[src/rtl/sdi_pkg.sv]
package sdi_pkg;
  typedef enum logic [2:0] {
    CMD_NORMAL = 3'd0,
    CMD_NOP    = 3'd1,
    CMD_PREALL = 3'd2,
    CMD_MRS    = 3'd3,
    CMD_CBR    = 3'd4
  } sdi_cmd_e;

  typedef enum logic [2:0] {
    ST_IDLE,
    ST_PWR,
    ST_BCAST,
    ST_GAP,
    ST_REF,
    ST_FIN
  } sdi_state_e;
endpackage

[src/rtl/sdi_row_pick.sv]
module sdi_row_pick #(
  parameter int ROWS = 8,
  localparam int RW = (ROWS > 1) ? $clog2(ROWS) : 1
) (
  input  logic [ROWS-1:0] pend_i,
  output logic            any_o,
  output logic [RW-1:0]   idx_o
);
  // lowest pending row wins
  always_comb begin
    idx_o = '0;
    for (int i = ROWS - 1; i >= 0; i--) begin
      if (pend_i[i]) idx_o = RW'(i);
    end
  end
  assign any_o = |pend_i;
endmodule

[src/rtl/sdi_wait_timer.sv]
module sdi_wait_timer #(
  parameter int TW = 8
) (
  input  logic          clk_i,
  input  logic          rst_ni,
  input  logic          load_i,
  input  logic [TW-1:0] val_i,
  output logic          zero_o
);
  logic [TW-1:0] cnt_q;

  always_ff @(posedge clk_i or negedge rst_ni) begin
    if (!rst_ni)            cnt_q <= '0;
    else if (load_i)        cnt_q <= val_i;
    else if (cnt_q != '0)   cnt_q <= cnt_q - 1'b1;
  end

  assign zero_o = (cnt_q == '0);
endmodule

[src/rtl/sdi_mrs_addr.sv]
module sdi_mrs_addr #(
  parameter int         AW       = 32,
  parameter logic [2:0] BL_CODE  = 3'b010,
  parameter logic       BURST_IL = 1'b1
) (
  input  logic          cas3_i,
  output logic [AW-1:0] off_o
);
  logic [2:0]  cas_code;
  logic [11:0] mode_word;

  assign cas_code  = cas3_i ? 3'b011 : 3'b010;
  // op mode 8:7 and write-burst/reserved bits kept at zero
  assign mode_word = {5'b00000, cas_code, BURST_IL, BL_CODE};
  assign off_o     = AW'(mode_word) << 3;
endmodule

[src/rtl/sdram_init_seq.sv]
module sdram_init_seq
  import sdi_pkg::*;
#(
  parameter int ROWS      = 8,
  parameter int AW        = 32,
  parameter int T_PWR_CYC = 20000,
  parameter int T_NOP_CYC = 200,
  parameter int T_RP_CYC  = 3,
  parameter int T_RC_CYC  = 7,
  parameter int T_MRD_CYC = 2,
  parameter int CBR_N     = 8,
  localparam int RW   = (ROWS > 1) ? $clog2(ROWS) : 1,
  localparam int CW   = (CBR_N > 1) ? $clog2(CBR_N) : 1,
  localparam int MAXA = (T_PWR_CYC > T_NOP_CYC) ? T_PWR_CYC : T_NOP_CYC,
  localparam int MAXB = (T_RP_CYC > T_RC_CYC) ? T_RP_CYC : T_RC_CYC,
  localparam int MAXC = (MAXA > MAXB) ? MAXA : MAXB,
  localparam int MAXW = (MAXC > T_MRD_CYC) ? MAXC : T_MRD_CYC,
  localparam int TW   = $clog2(MAXW + 1)
) (
  input  logic                   clk_i,
  input  logic                   rst_ni,
  input  logic                   start_i,
  input  logic [ROWS-1:0]        row_valid_i,
  input  logic [ROWS-1:0][AW-1:0] row_base_i,
  input  logic                   cas3_i,
  output logic [2:0]             cmd_mode_o,
  output logic                   cmd_vld_o,
  output logic [AW-1:0]          cmd_addr_o,
  output logic [RW-1:0]          cmd_row_o,
  output logic                   refresh_en_o,
  output logic                   done_o
);
  sdi_state_e      st_q;
  sdi_cmd_e        cmd_q;
  logic [CW-1:0]   cbr_q;
  logic [ROWS-1:0] pend_q;
  logic            vld_q, ref_q, done_q;
  logic [RW-1:0]   row_q;
  logic [AW-1:0]   addr_q;

  logic            pick_any;
  logic [RW-1:0]   pick_idx;
  logic [AW-1:0]   mrs_off;
  logic            tmr_load, tmr_zero;
  logic [TW-1:0]   tmr_val;
  logic            start_ok;

  sdi_row_pick #(.ROWS(ROWS)) u_pick (
    .pend_i (pend_q),
    .any_o  (pick_any),
    .idx_o  (pick_idx)
  );

  sdi_mrs_addr #(.AW(AW)) u_mrs (
    .cas3_i (cas3_i),
    .off_o  (mrs_off)
  );

  sdi_wait_timer #(.TW(TW)) u_tmr (
    .clk_i  (clk_i),
    .rst_ni (rst_ni),
    .load_i (tmr_load),
    .val_i  (tmr_val),
    .zero_o (tmr_zero)
  );

  function automatic logic [TW-1:0] gap_len(sdi_cmd_e c);
    case (c)
      CMD_NOP:    return TW'(T_NOP_CYC - 1);
      CMD_PREALL: return TW'(T_RP_CYC - 1);
      CMD_CBR:    return TW'(T_RC_CYC - 1);
      default:    return TW'(T_MRD_CYC - 1);
    endcase
  endfunction

  assign start_ok = start_i && ((st_q == ST_IDLE) || (st_q == ST_FIN));

  always_comb begin
    tmr_load = 1'b0;
    tmr_val  = '0;
    if (start_ok) begin
      tmr_load = 1'b1;
      tmr_val  = TW'(T_PWR_CYC - 1);
    end else if ((st_q == ST_BCAST) && !pick_any) begin
      tmr_load = 1'b1;
      tmr_val  = gap_len(cmd_q);
    end
  end

  always_ff @(posedge clk_i or negedge rst_ni) begin
    if (!rst_ni) begin
      st_q   <= ST_IDLE;
      cmd_q  <= CMD_NORMAL;
      cbr_q  <= '0;
      pend_q <= '0;
      vld_q  <= 1'b0;
      row_q  <= '0;
      addr_q <= '0;
      ref_q  <= 1'b0;
      done_q <= 1'b0;
    end else begin
      vld_q <= 1'b0;
      case (st_q)
        ST_IDLE, ST_FIN: begin
          if (start_i) begin
            st_q   <= ST_PWR;
            ref_q  <= 1'b0;
            done_q <= 1'b0;
          end
        end
        ST_PWR: begin
          if (tmr_zero) begin
            st_q   <= ST_BCAST;
            cmd_q  <= CMD_NOP;
            pend_q <= row_valid_i;
          end
        end
        ST_BCAST: begin
          if (pick_any) begin
            vld_q            <= 1'b1;
            row_q            <= pick_idx;
            addr_q           <= row_base_i[pick_idx] + ((cmd_q == CMD_MRS) ? mrs_off : '0);
            pend_q[pick_idx] <= 1'b0;
          end else begin
            st_q <= ST_GAP;
          end
        end
        ST_GAP: begin
          if (tmr_zero) begin
            st_q   <= ST_BCAST;
            pend_q <= row_valid_i;
            case (cmd_q)
              CMD_NOP:    cmd_q <= CMD_PREALL;
              CMD_PREALL: begin
                cmd_q <= CMD_CBR;
                cbr_q <= '0;
              end
              CMD_CBR: begin
                if (cbr_q == CW'(CBR_N - 1)) cmd_q <= CMD_MRS;
                else                         cbr_q <= cbr_q + 1'b1;
              end
              default: begin
                cmd_q <= CMD_NORMAL;
                st_q  <= ST_REF;
              end
            endcase
          end
        end
        ST_REF: begin
          ref_q  <= 1'b1;
          done_q <= 1'b1;
          st_q   <= ST_FIN;
        end
        default: st_q <= ST_IDLE;
      endcase
    end
  end

  assign cmd_mode_o   = cmd_q;
  assign cmd_vld_o    = vld_q;
  assign cmd_addr_o   = addr_q;
  assign cmd_row_o    = row_q;
  assign refresh_en_o = ref_q;
  assign done_o       = done_q;
endmodule

[config.mk]
export PLATFORM = sky130hd
export DESIGN_NAME = sdram_init_seq
export DESIGN_NICKNAME = d
export VERILOG_FILES = /design/src/rtl/sdi_pkg.sv /design/src/rtl/sdi_row_pick.sv /design/src/rtl/sdi_wait_timer.sv /design/src/rtl/sdi_mrs_addr.sv /design/src/rtl/sdram_init_seq.sv
export SDC_FILE = /design/constraint.sdc
export NUM_CORES = 1
export LEC_CHECK = 0
export ABC_AREA = 1
export BUFFER_PORTS_ARGS = -buffer_cell sky130_fd_sc_hd__buf_4
export CAP_MARGIN = 0
export CORE_ASPECT_RATIO = 0.7
export CORE_MARGIN = 8
export CORE_UTILIZATION = 55
export CTS_CLUSTER_DIAMETER = 100
export DETAILED_ROUTE_END_ITERATION = 10
export GPL_ROUTABILITY_DRIVEN = 0
export PLACE_DENSITY = 0.95
export RECOVER_POWER = 100
export SLEW_MARGIN = 10
export SYNTH_ARGS = -nofsm -noshare
export SYNTH_HDL_FRONTEND = slang
export SYNTH_HIERARCHICAL = 1
export SYNTH_SLANG_ARGS = --single-unit
[constraint.sdc]
create_clock -name clk_i -period 8.35 [get_ports clk_i]
set_input_delay 0 -clock clk_i [delete_from_list [all_inputs] [get_ports clk_i]]
set_output_delay 0 -clock clk_i [all_outputs]
set_load 0.02 [all_outputs]
==> results of run 1 <==
==> flip-flops by register name, indices dropped and copies added (netlist names) <==
| name | count |
|---|---|
| cmd_addr_o | 32 |
| u_tmr/cnt_q | 15 |
| pend_q | 8 |
| cbr_q | 3 |
| cmd_mode_o | 3 |
| cmd_row_o | 3 |
| st_q | 3 |
| cmd_vld_o | 1 |
| done_o | 1 |
==> cells in the final DEF, fill, tap and decap left out, types with 7 or more instances in the layout <==
| cell | instances |
|---|---|
| a21oi_1 | 33 |
| nor2_1 | 97 |
| ha_1 | 34 |
| buf_4 | 268 |
| a22oi_1 | 38 |
| dlygate4sd3_1 | 9 |
| nand2_1 | 483 |
| nand3_1 | 76 |
| a221oi_1 | 24 |
| o21ai_0 | 63 |
| conb_1 | 35 |
| and3_1 | 8 |
| inv_1 | 209 |
| clkbuf_1 | 43 |
| dfrtp_1 | 69 |
| xnor2_1 | 16 |
| clkbuf_16 | 9 |
| nand4_1 | 30 |
| nor3_1 | 7 |
| inv_2 | 11 |
==> cell type report <==
| class | instances | area [um^2] | area share (%) |
|---|---|---|---|
| flip-flops and latches | 69 | 1727 | 16.81 |
| clock buffers | 10 | 239.0 | 2.326 |
| clock inverters | 6 | 86.33 | 0.8404 |
| multi-input cells | 990 | 4890 | 47.60 |
| inverters | 221 | 829.5 | 8.075 |
| repair buffers | 320 | 2263 | 22.03 |
| well taps | 190 | 237.7 | 2.314 |
==> cell families after synthesis <==
group | Yosys count | synth area share, %
compound gates | 178 | 14.42
xor+xnor | 18 | 2.021
flops | 69 | 22.13
fa+ha+maj | 35 | 5.709
other cells | 3 | 0.1443
buf+inv | 290 | 15.89
simple gates | 724 | 39.69
==> layer usage <==
metal | track usage (%) | wire [um]
met5 | 0 | 0
met1 | 43.15 | 12490
met3 | 9.240 | 4080
met2 | 58.62 | 15170
met4 | 21.54 | 1980
==> cell usage after synthesis (5+ instances only) <==
master / count / area, um^2
ha_1: 34 / 425.4
dfrtp_1: 69 / 1727
nand2_1: 481 / 1805
buf_4: 35 / 262.8
nor3_1: 7 / 35.03
clkbuf_1: 18 / 67.56
nand3_2: 5 / 50.05
nor2_1: 96 / 360.4
nand3_1: 74 / 370.4
a22oi_1: 38 / 285.3
o21ai_1: 14 / 70.07
xnor2_1: 16 / 140.1
o21ai_0: 55 / 275.3
inv_2: 17 / 63.81
buf_2: 16 / 80.08
nand4_1: 29 / 181.4
and3_1: 8 / 50.05
a221oi_1: 24 / 210.2
inv_1: 204 / 765.7
a21oi_1: 33 / 165.2
==> worst max-delay path, delay by kind of cell, from the launching register on <==
kind            cells  cell delay, ps
compound gates      3            1150
xor+xnor            1             250
buf+inv             4            1030
fa+ha+maj           1             390
flops               1             390
simple gates       12            1600
==> power breakdown <==
part	total (mW)	internal, mW	switching [mW]
sequential	0.584	0.468	0.116
clock	0.418	0.269	0.149
combinational	2.61	0.836	1.77
==> final timing paths <==
check                                   start        endpoint  slack [ps]
worst max register to register      pend_q[6]   cmd_addr_o[9]        3320
max in group asynchronous              rst_ni  cmd_addr_o[31]        4680
worst min register to register  cmd_addr_o[0]   cmd_addr_o[0]         480
worst max-delay path                pend_q[6]   cmd_addr_o[9]        3320
worst min-delay path                  start_i          done_o          30
min in group asynchronous              rst_ni  u_tmr/cnt_q[9]        1540
==> what timing repair did <==
| item | 4_1_cts | 5_1_grt |
|---|---|---|
| hold buffers | 9 | 0 |
| endpoints found under the hold margin | 77 | 0 |
| buffers inserted | 0 | 0 |
==> results.json, run 1 <==
{
  "outcome": "finished with violations",
  "violations": "max-capacitance violations, max-slew violations",
  "die_w_um": 158.4,
  "ys_ff_latch": 69,
  "place_area_um2": 10090,
  "max_stage_delay_ps": 670,
  "grt_overflow": 0,
  "pwr_density_cell_nw_per_um2": 351.3,
  "clock.fmax_mhz": 198.9,
  "finalHoldViolCount": 0,
  "nets": 1914,
  "period_minus_slack_ps": 5027,
  "grt_start_max_net_pins": 70,
  "cts_resized": 0,
  "start_kind": "flop",
  "cts.sinks": 69,
  "dp_cells": 1781,
  "clockBufferDepth": 2,
  "arrival_ps": 5140,
  "worst_pin_slew_ps": 3805,
  "synth_ff_type": "dfrtp_1",
  "finClkSkew_ps": 3.063,
  "period_share_pct": 60.20,
  "first_pass_iters": 8,
  "synth_cell_types": 43,
  "drtAntennaViolNets": 0,
  "end_kind": "flop",
  "r2r_cells": 21,
  "grt_usage_pct": 36.27,
  "postLayoutCoreUtil_pct": 74.04,
  "cts-root-buf": "clkbuf_16",
  "drv_cap": 2,
  "layout_setup_ws_ps": 3323,
  "crit_required_ps": 8460,
  "num_rows": 36,
  "stdcell_area_um2": 10270,
  "synth_edf_count": 0,
  "holdWs_ps": 28.65,
  "yosys_warnings": 6,
  "antenna_found_initial": 0,
  "path_max_fanout": 23,
  "p_leak_nw": 5.709,
  "path_class": "flop to flop",
  "vias": 10130,
  "path_cells": "inv_1, nand2_1, nand2_1, nand2_1, nand2_1, nand2_1, a21oi_1, inv_1, nand3_1, inv_1, a22oi_1, and3_1, nand4_1, ha_1, nand2_1, inv_1, nand2_1, nand2_1, nand3b_1, xnor2_1, o21ai_0",
  "post-place-ws_ps": 4158,
  "die_area_um2": 18310,
  "grt_pass1_vias": 9714,
  "cts_tree": "yes",
  "cts_made_buffers": 9,
  "hold_path.class": "input port to flop",
  "syn_area_um2": 7802,
  "setup_viol": 0,
  "path_clk_slew_ps": 60,
  "rsz0062_at_grt": "no",
  "synth_cells": 1317,
  "drt_iter0_markers": 1208,
  "wl_mm": 33.72,
  "async_flop_share_pct": 100.0,
  "cts_htree_levels": 3,
  "relSlewSlack_pct": -153.7,
  "drive_above_1_share_pct": 19.31,
  "holdPathStages": 4,
  "drc": 0,
  "grt_first_pass_wirelength_mm": 51.56,
  "crit_top_cell": "nand2_1",
  "slew_violations": 118,
  "vias_per_cell": 5.609,
  "boundaryPins": 309,
  "core_area_um2": 13870,
  "fillers": 1143,
  "clkLatencyLatePin_ps": 330,
  "vdd_drop_max_mv": 0.1911,
  "die_h_um": 115.7,
  "ys_seq_area_share_pct": 22.13,
  "finalSetupTns_ps": 0,
  "hpwl_mm": 27.17,
  "total_power_mw": 3.609,
  "diodes": 0,
  "port_buffers": 308,
  "area_growth_pct": 31.66,
  "start_util_pct": 56.24,
  "syn_avg_cell_area_um2": 5.924,
  "instances_no_fill": 1806,
  "critical_path.slowest_cell": "a21oi_1",
  "wl_per_cell_um": 18.67
}
No activity file was read; power rests on OpenSTA's default activity.
==> run 2: changes to the inputs <==
--- a/config.mk
+++ b/config.mk
@@ -10,11 +10,11 @@
 export CAP_MARGIN = 0
 export CORE_ASPECT_RATIO = 0.7
 export CORE_MARGIN = 8
-export CORE_UTILIZATION = 55
+export CORE_UTILIZATION = 51
 export CTS_CLUSTER_DIAMETER = 100
 export DETAILED_ROUTE_END_ITERATION = 10
 export GPL_ROUTABILITY_DRIVEN = 0
-export PLACE_DENSITY = 0.95
+export PLACE_DENSITY = 0.91
 export RECOVER_POWER = 100
 export SLEW_MARGIN = 10
 export SYNTH_ARGS = -nofsm -noshare
==> constraint.sdc (replaced) <==
create_clock -name clk_i -period 4.8 [get_ports clk_i]
set_input_delay 0 -clock clk_i [delete_from_list [all_inputs] [get_ports clk_i]]
set_output_delay 0 -clock clk_i [all_outputs]
set_load 0.02 [all_outputs]
==> results.json, run 2 (same netlist as run 1, synthesis figures left out) <==
{
  "first_pass_iters": 7,
  "start_util_pct": 52.67,
  "vdd_drop_max_mv": 0.2966,
  "stdcell_area_um2": 10270,
  "r2r_cells": 19,
  "num_rows": 37,
  "port_buffers": 308,
  "nets": 1916,
  "boundaryPins": 309,
  "mostFrequentLayoutCells": "484 x nand2_1, 269 x buf_4, 206 x inv_1",
  "hold_path.class": "input port to flop",
  "grt_pass1_vias": 9524,
  "grt_overflow": 0,
  "clockBufferDepth": 2,
  "clkLatencyLatePin_ps": 330,
  "finalSetupTns_ps": 0,
  "slew_violations": 70,
  "die_area_um2": 19580,
  "setup_viol": 0,
  "r2r_end": "cmd_addr_o[21]",
  "clock.fmax_mhz": 238.0,
  "place_area_um2": 10110,
  "relSlewSlack_pct": -152.5,
  "area_growth_pct": 31.67,
  "vias": 9987,
  "cts_tree": "yes",
  "holdPathStages": 3,
  "cts_setup_buffers": 0,
  "worst_pin_slew_ps": 3788,
  "cts_resized": 0,
  "end_kind": "flop",
  "vias_per_cell": 5.502,
  "drive_above_1_share_pct": 19.54,
  "drc": 0,
  "finalHoldViolCount": 0,
  "hp-start": "row_valid_i[0]",
  "crit_required_ps": 5020,
  "finClkSkew_ps": 5.896,
  "grt_first_pass_wirelength_mm": 51.81,
  "die_w_um": 163.8,
  "cts_htree_levels": 3,
  "path_class": "flop to flop",
  "drtAntennaViolNets": 0,
  "die_h_um": 119.5,
  "cts_hold_buf": 9,
  "period_minus_slack_ps": 4202,
  "final_common_cell": "nand2_1",
  "path_clk_slew_ps": 60,
  "path_max_fanout": 26,
  "violations": "max-capacitance violations, max-slew violations",
  "cts_made_buffers": 9,
  "cts.sinks": 69,
  "instances_no_fill": 1815,
  "dp_cells": 1788,
  "grtUsageMet3_pct": 9.050,
  "reg2reg_from": "pend_q[6]",
  "pwr_density_cell_nw_per_um2": 607.7,
  "start_kind": "flop",
  "grt_use_met2_pct": 53.89,
  "post-place-ws_ps": 848.5,
  "grt_usage_pct": 33.64,
  "rsz0062_at_grt": "no",
  "cts-root-buf": "clkbuf_16",
  "fillers": 1313,
  "period_share_pct": 87.55,
  "startpoint": "pend_q[6]",
  "core_area_um2": 14810,
  "drt_iter0_markers": 1201,
  "largest_register_ffs": 32,
  "arrival_ps": 4420,
  "drv_cap": 1,
  "r2r_setup_slack_ps": 600,
  "whs_endpoint": "pend_q[0]",
  "wl_mm": 33.63,
  "antenna_found_initial": 3,
  "hpwl_mm": 27.51,
  "met1_usage_pct": 41.44,
  "grt_start_max_net_pins": 70,
  "p_leak_nw": 5.694,
  "outcome": "finished with violations",
  "layout_setup_ws_ps": 597.8,
  "wl_per_cell_um": 18.53,
  "top_usage_layer": "met2"
}
-- run 2: worst max path at each step --
stage | end | slack (ps) | depth (start not counted)
finish | cmd_addr_o[21] | 600 | 19
global route | cmd_addr_o[21] | 140 | 19
CTS | cmd_addr_o[21] | 850 | 19
detailed placement | cmd_addr_o[21] | 850 | 19
global placement | cmd_addr_o[21] | 970 | 19
floorplan | cmd_addr_o[17] | 1760 | 20
-- run 2: stage by stage --
stage | power, mW | util [%] | hold slack (ps)
CTS | 6.262 | 70.82 | 4.776
floorplan | 4.139 | - | -295.6
finish | 6.243 | 69.35 | 20.23
global placement | 5.454 | 68.26 | 171.8
global route | 6.716 | 69.35 | 46.74
detailed placement | 5.562 | 68.26 | 183.8
-- run 2: cell type report --
class                           instances  area [um^2]  area share (%)
Clock buffer                            9        225.2           2.192
Antenna cell                            3        7.507         0.07307
Inverter                              221        829.5           8.075
Tap cell                              195        244.0           2.375
Timing Repair Buffer                  322         2275           22.14
Sequential cell                        69         1727           16.81
Multi-Input combinational cell        990         4902           47.72
Clock inverter                          6        63.81          0.6211
-- run 2: power breakdown --
group / internal, mW / switching (mW) / leakage [nW] / total, mW
clock network: 0.399 / 0.259 / 0.138 / 0.658
registers: 0.814 / 0.194 / 0.889 / 1.01
logic: 1.46 / 3.12 / 4.67 / 4.58
-- run 2: worst max-delay path, cell delays in order, from the launching register on --
cell,delay [ps]
dfrtp_1,350
or2_0,200
nor3_1,100
nor2_1,490
nand3_1,210
inv_1,760
clkbuf_1,310
nand2_1,80
nand4_1,150
ha_1,240
nand2_1,140
nor2_1,270
and3_1,200
nand2_1,60
nand2_1,180
nand2_1,100
nand2_1,70
nand2_1,40
nand3_1,70
nand2_1,60
-- run 2: layer usage --
metal / share of wire (%) / vias to the layer above / wire (um)
met1: 38 / 4510 / 12930
li1: - / 4728 / -
met3: 12 / 111 / 3962
met4: 5.4 / 0 / 1812
met5: 0 / - / 0
met2: 44 / 638 / 14920
==> run 3: changes to the inputs <==
--- a/config.mk
+++ b/config.mk
@@ -9,7 +9,7 @@
 export BUFFER_PORTS_ARGS = -buffer_cell sky130_fd_sc_hd__buf_4
 export CAP_MARGIN = 0
 export CORE_ASPECT_RATIO = 0.7
-export CORE_MARGIN = 8
+export CORE_MARGIN = 4
 export CORE_UTILIZATION = 51
 export CTS_CLUSTER_DIAMETER = 100
 export DETAILED_ROUTE_END_ITERATION = 10
==> constraint.sdc (replaced) <==
create_clock -name clk_i -period 4.06 [get_ports clk_i]
set_input_delay 0 -clock clk_i [delete_from_list [all_inputs] [get_ports clk_i]]
set_output_delay 0 -clock clk_i [all_outputs]
set_load 0.02 [all_outputs]
==> results.json, run 3 (same netlist as run 1, synthesis figures left out) <==
{
  "finClkSkew_ps": 8.989,
  "end_kind": "flop",
  "cts_htree_levels": 3,
  "first_pass_iters": 11,
  "cts_setup_buffers": 0,
  "place_area_um2": 10170,
  "grt_overflow": 0,
  "path_class": "flop to flop",
  "drv_cap": 1,
  "hpwl_mm": 26.50,
  "startpoint": "pend_q[6]",
  "post-place-ws_ps": 264.3,
  "port_buffers": 308,
  "hold_path.class": "input port to flop",
  "path_max_fanout": 31,
  "final_common_cell": "nand2_1",
  "num_rows": 37,
  "drc": 1,
  "vias_per_cell": 5.559,
  "grt_usage_pct": 36.26,
  "worst_pin_slew_ps": 1696,
  "die_w_um": 155.8,
  "grt_first_pass_wirelength_mm": 49.98,
  "pwr_density_cell_nw_per_um2": 725.5,
  "clockBufferDepth": 2,
  "die_area_um2": 17370,
  "start_util_pct": 52.50,
  "crit_required_ps": 4260,
  "boundaryPins": 309,
  "dp_cells": 1794,
  "area_growth_pct": 33.29,
  "cts_made_buffers": 9,
  "wl_per_cell_um": 17.97,
  "r2r_cells": 19,
  "path_clk_slew_ps": 60,
  "antenna_found_initial": 2,
  "arrival_ps": 4090,
  "stdcell_area_um2": 10400,
  "vdd_drop_max_mv": 0.3699,
  "largest_register_ffs": 32,
  "die_h_um": 111.5,
  "start_kind": "flop",
  "holdPathStages": 4,
  "grt_pass1_vias": 9475,
  "nets": 1922,
  "period_share_pct": 95.87,
  "instances_no_fill": 1821,
  "grt_start_max_net_pins": 70,
  "whs_endpoint": "done_o",
  "drt_iter0_markers": 1395,
  "holdWs_ps": 44.93,
  "outcome": "finished with violations",
  "cts-root-buf": "clkbuf_16",
  "p_leak_nw": 5.755,
  "clkLatencyLatePin_ps": 340,
  "clock.fmax_mhz": 256.9,
  "total_power_mw": 7.545,
  "r2r_end": "cmd_addr_o[11]",
  "setup_viol": 0,
  "mostFrequentLayoutCells": "485 x nand2_1, 276 x buf_4, 205 x inv_1",
  "cts.sinks": 69,
  "drive_above_1_share_pct": 20.20,
  "hp-start": "start_i",
  "period_minus_slack_ps": 3892,
  "cts_tree": "yes",
  "wl_mm": 32.72,
  "reg2reg_from": "pend_q[6]",
  "vias": 10123,
  "core_area_um2": 14860,
  "r2r_setup_slack_ps": 170,
  "finalHoldViolCount": 0,
  "relSlewSlack_pct": -13.05,
  "layout_setup_ws_ps": 167.8,
  "violations": "design-rule violations, max-capacitance violations, max-slew violations",
  "slew_violations": 70,
  "drtAntennaViolNets": 0
}
-- run 3: critical path, cell delays in order, from the launching register on --
cell	delay (ps)
dfrtp_1	360
or2_1	180
nand3_1	130
a31oi_2	310
inv_2	170
nand3_1	150
inv_2	250
nand2_1	130
nand2_1	70
a221oi_1	270
nand4_1	180
ha_1	410
nand2_1	140
inv_1	70
a21oi_1	150
nand2_1	120
nand2_1	80
nand2_1	150
xnor2_1	290
o21ai_0	140
-- run 3: metrics by stage --
step,utilization [%],TNS [ps]
5_1_grt,69.98,-44.52
3_5_place_dp,68.43,0
4_1_cts,71.33,0
6_report,69.98,0
3_3_place_gp,68.43,0
2_1_floorplan,-,0
-- run 3: report_power, final --
| group | internal [mW] | total, mW | switching [mW] |
|---|---|---|---|
| Combinational | 1.76 | 5.44 | 3.68 |
| Sequential | 0.962 | 1.20 | 0.234 |
| Clock | 0.600 | 0.906 | 0.306 |
-- run 3: layer usage --
metal  vias up  GRT usage (%)  wire, um
met4         0          20.82      2252
li1       4738              -         -
met1      4526          46.16     12780
met5         -              0         0
met2       709          56.53     14130
met3       150          8.197      3561
-- run 3: worst max path at each step --
stage | slack [ps] | cells past startpoint | endpoint
5_1_grt | -20 | 19 | cmd_addr_o[21]
2_1_floorplan | 1020 | 20 | cmd_addr_o[17]
6_report | 170 | 19 | cmd_addr_o[11]
4_1_cts | 180 | 19 | cmd_addr_o[11]
3_5_place_dp | 260 | 19 | cmd_addr_o[11]
3_3_place_gp | 340 | 19 | cmd_addr_o[11]
-- run 3: area by class of cell --
type                            instances  area [um^2]
Tap cell                              195        244.0
Sequential cell                        69         1727
Timing Repair Buffer                  328         2341
Fill cell                            1271         4461
Multi-Input combinational cell        990         4908
Clock buffer                           10        229.0
Clock inverter                          6        111.4
Inverter                              221        834.6
Antenna cell                            2        5.005
-- run 3: what timing repair did --
action,in CTS,in global routing
gates resized for setup,0,6
hold buffers,9,0
setup endpoints to repair,0,23
hold endpoints to repair,77,0
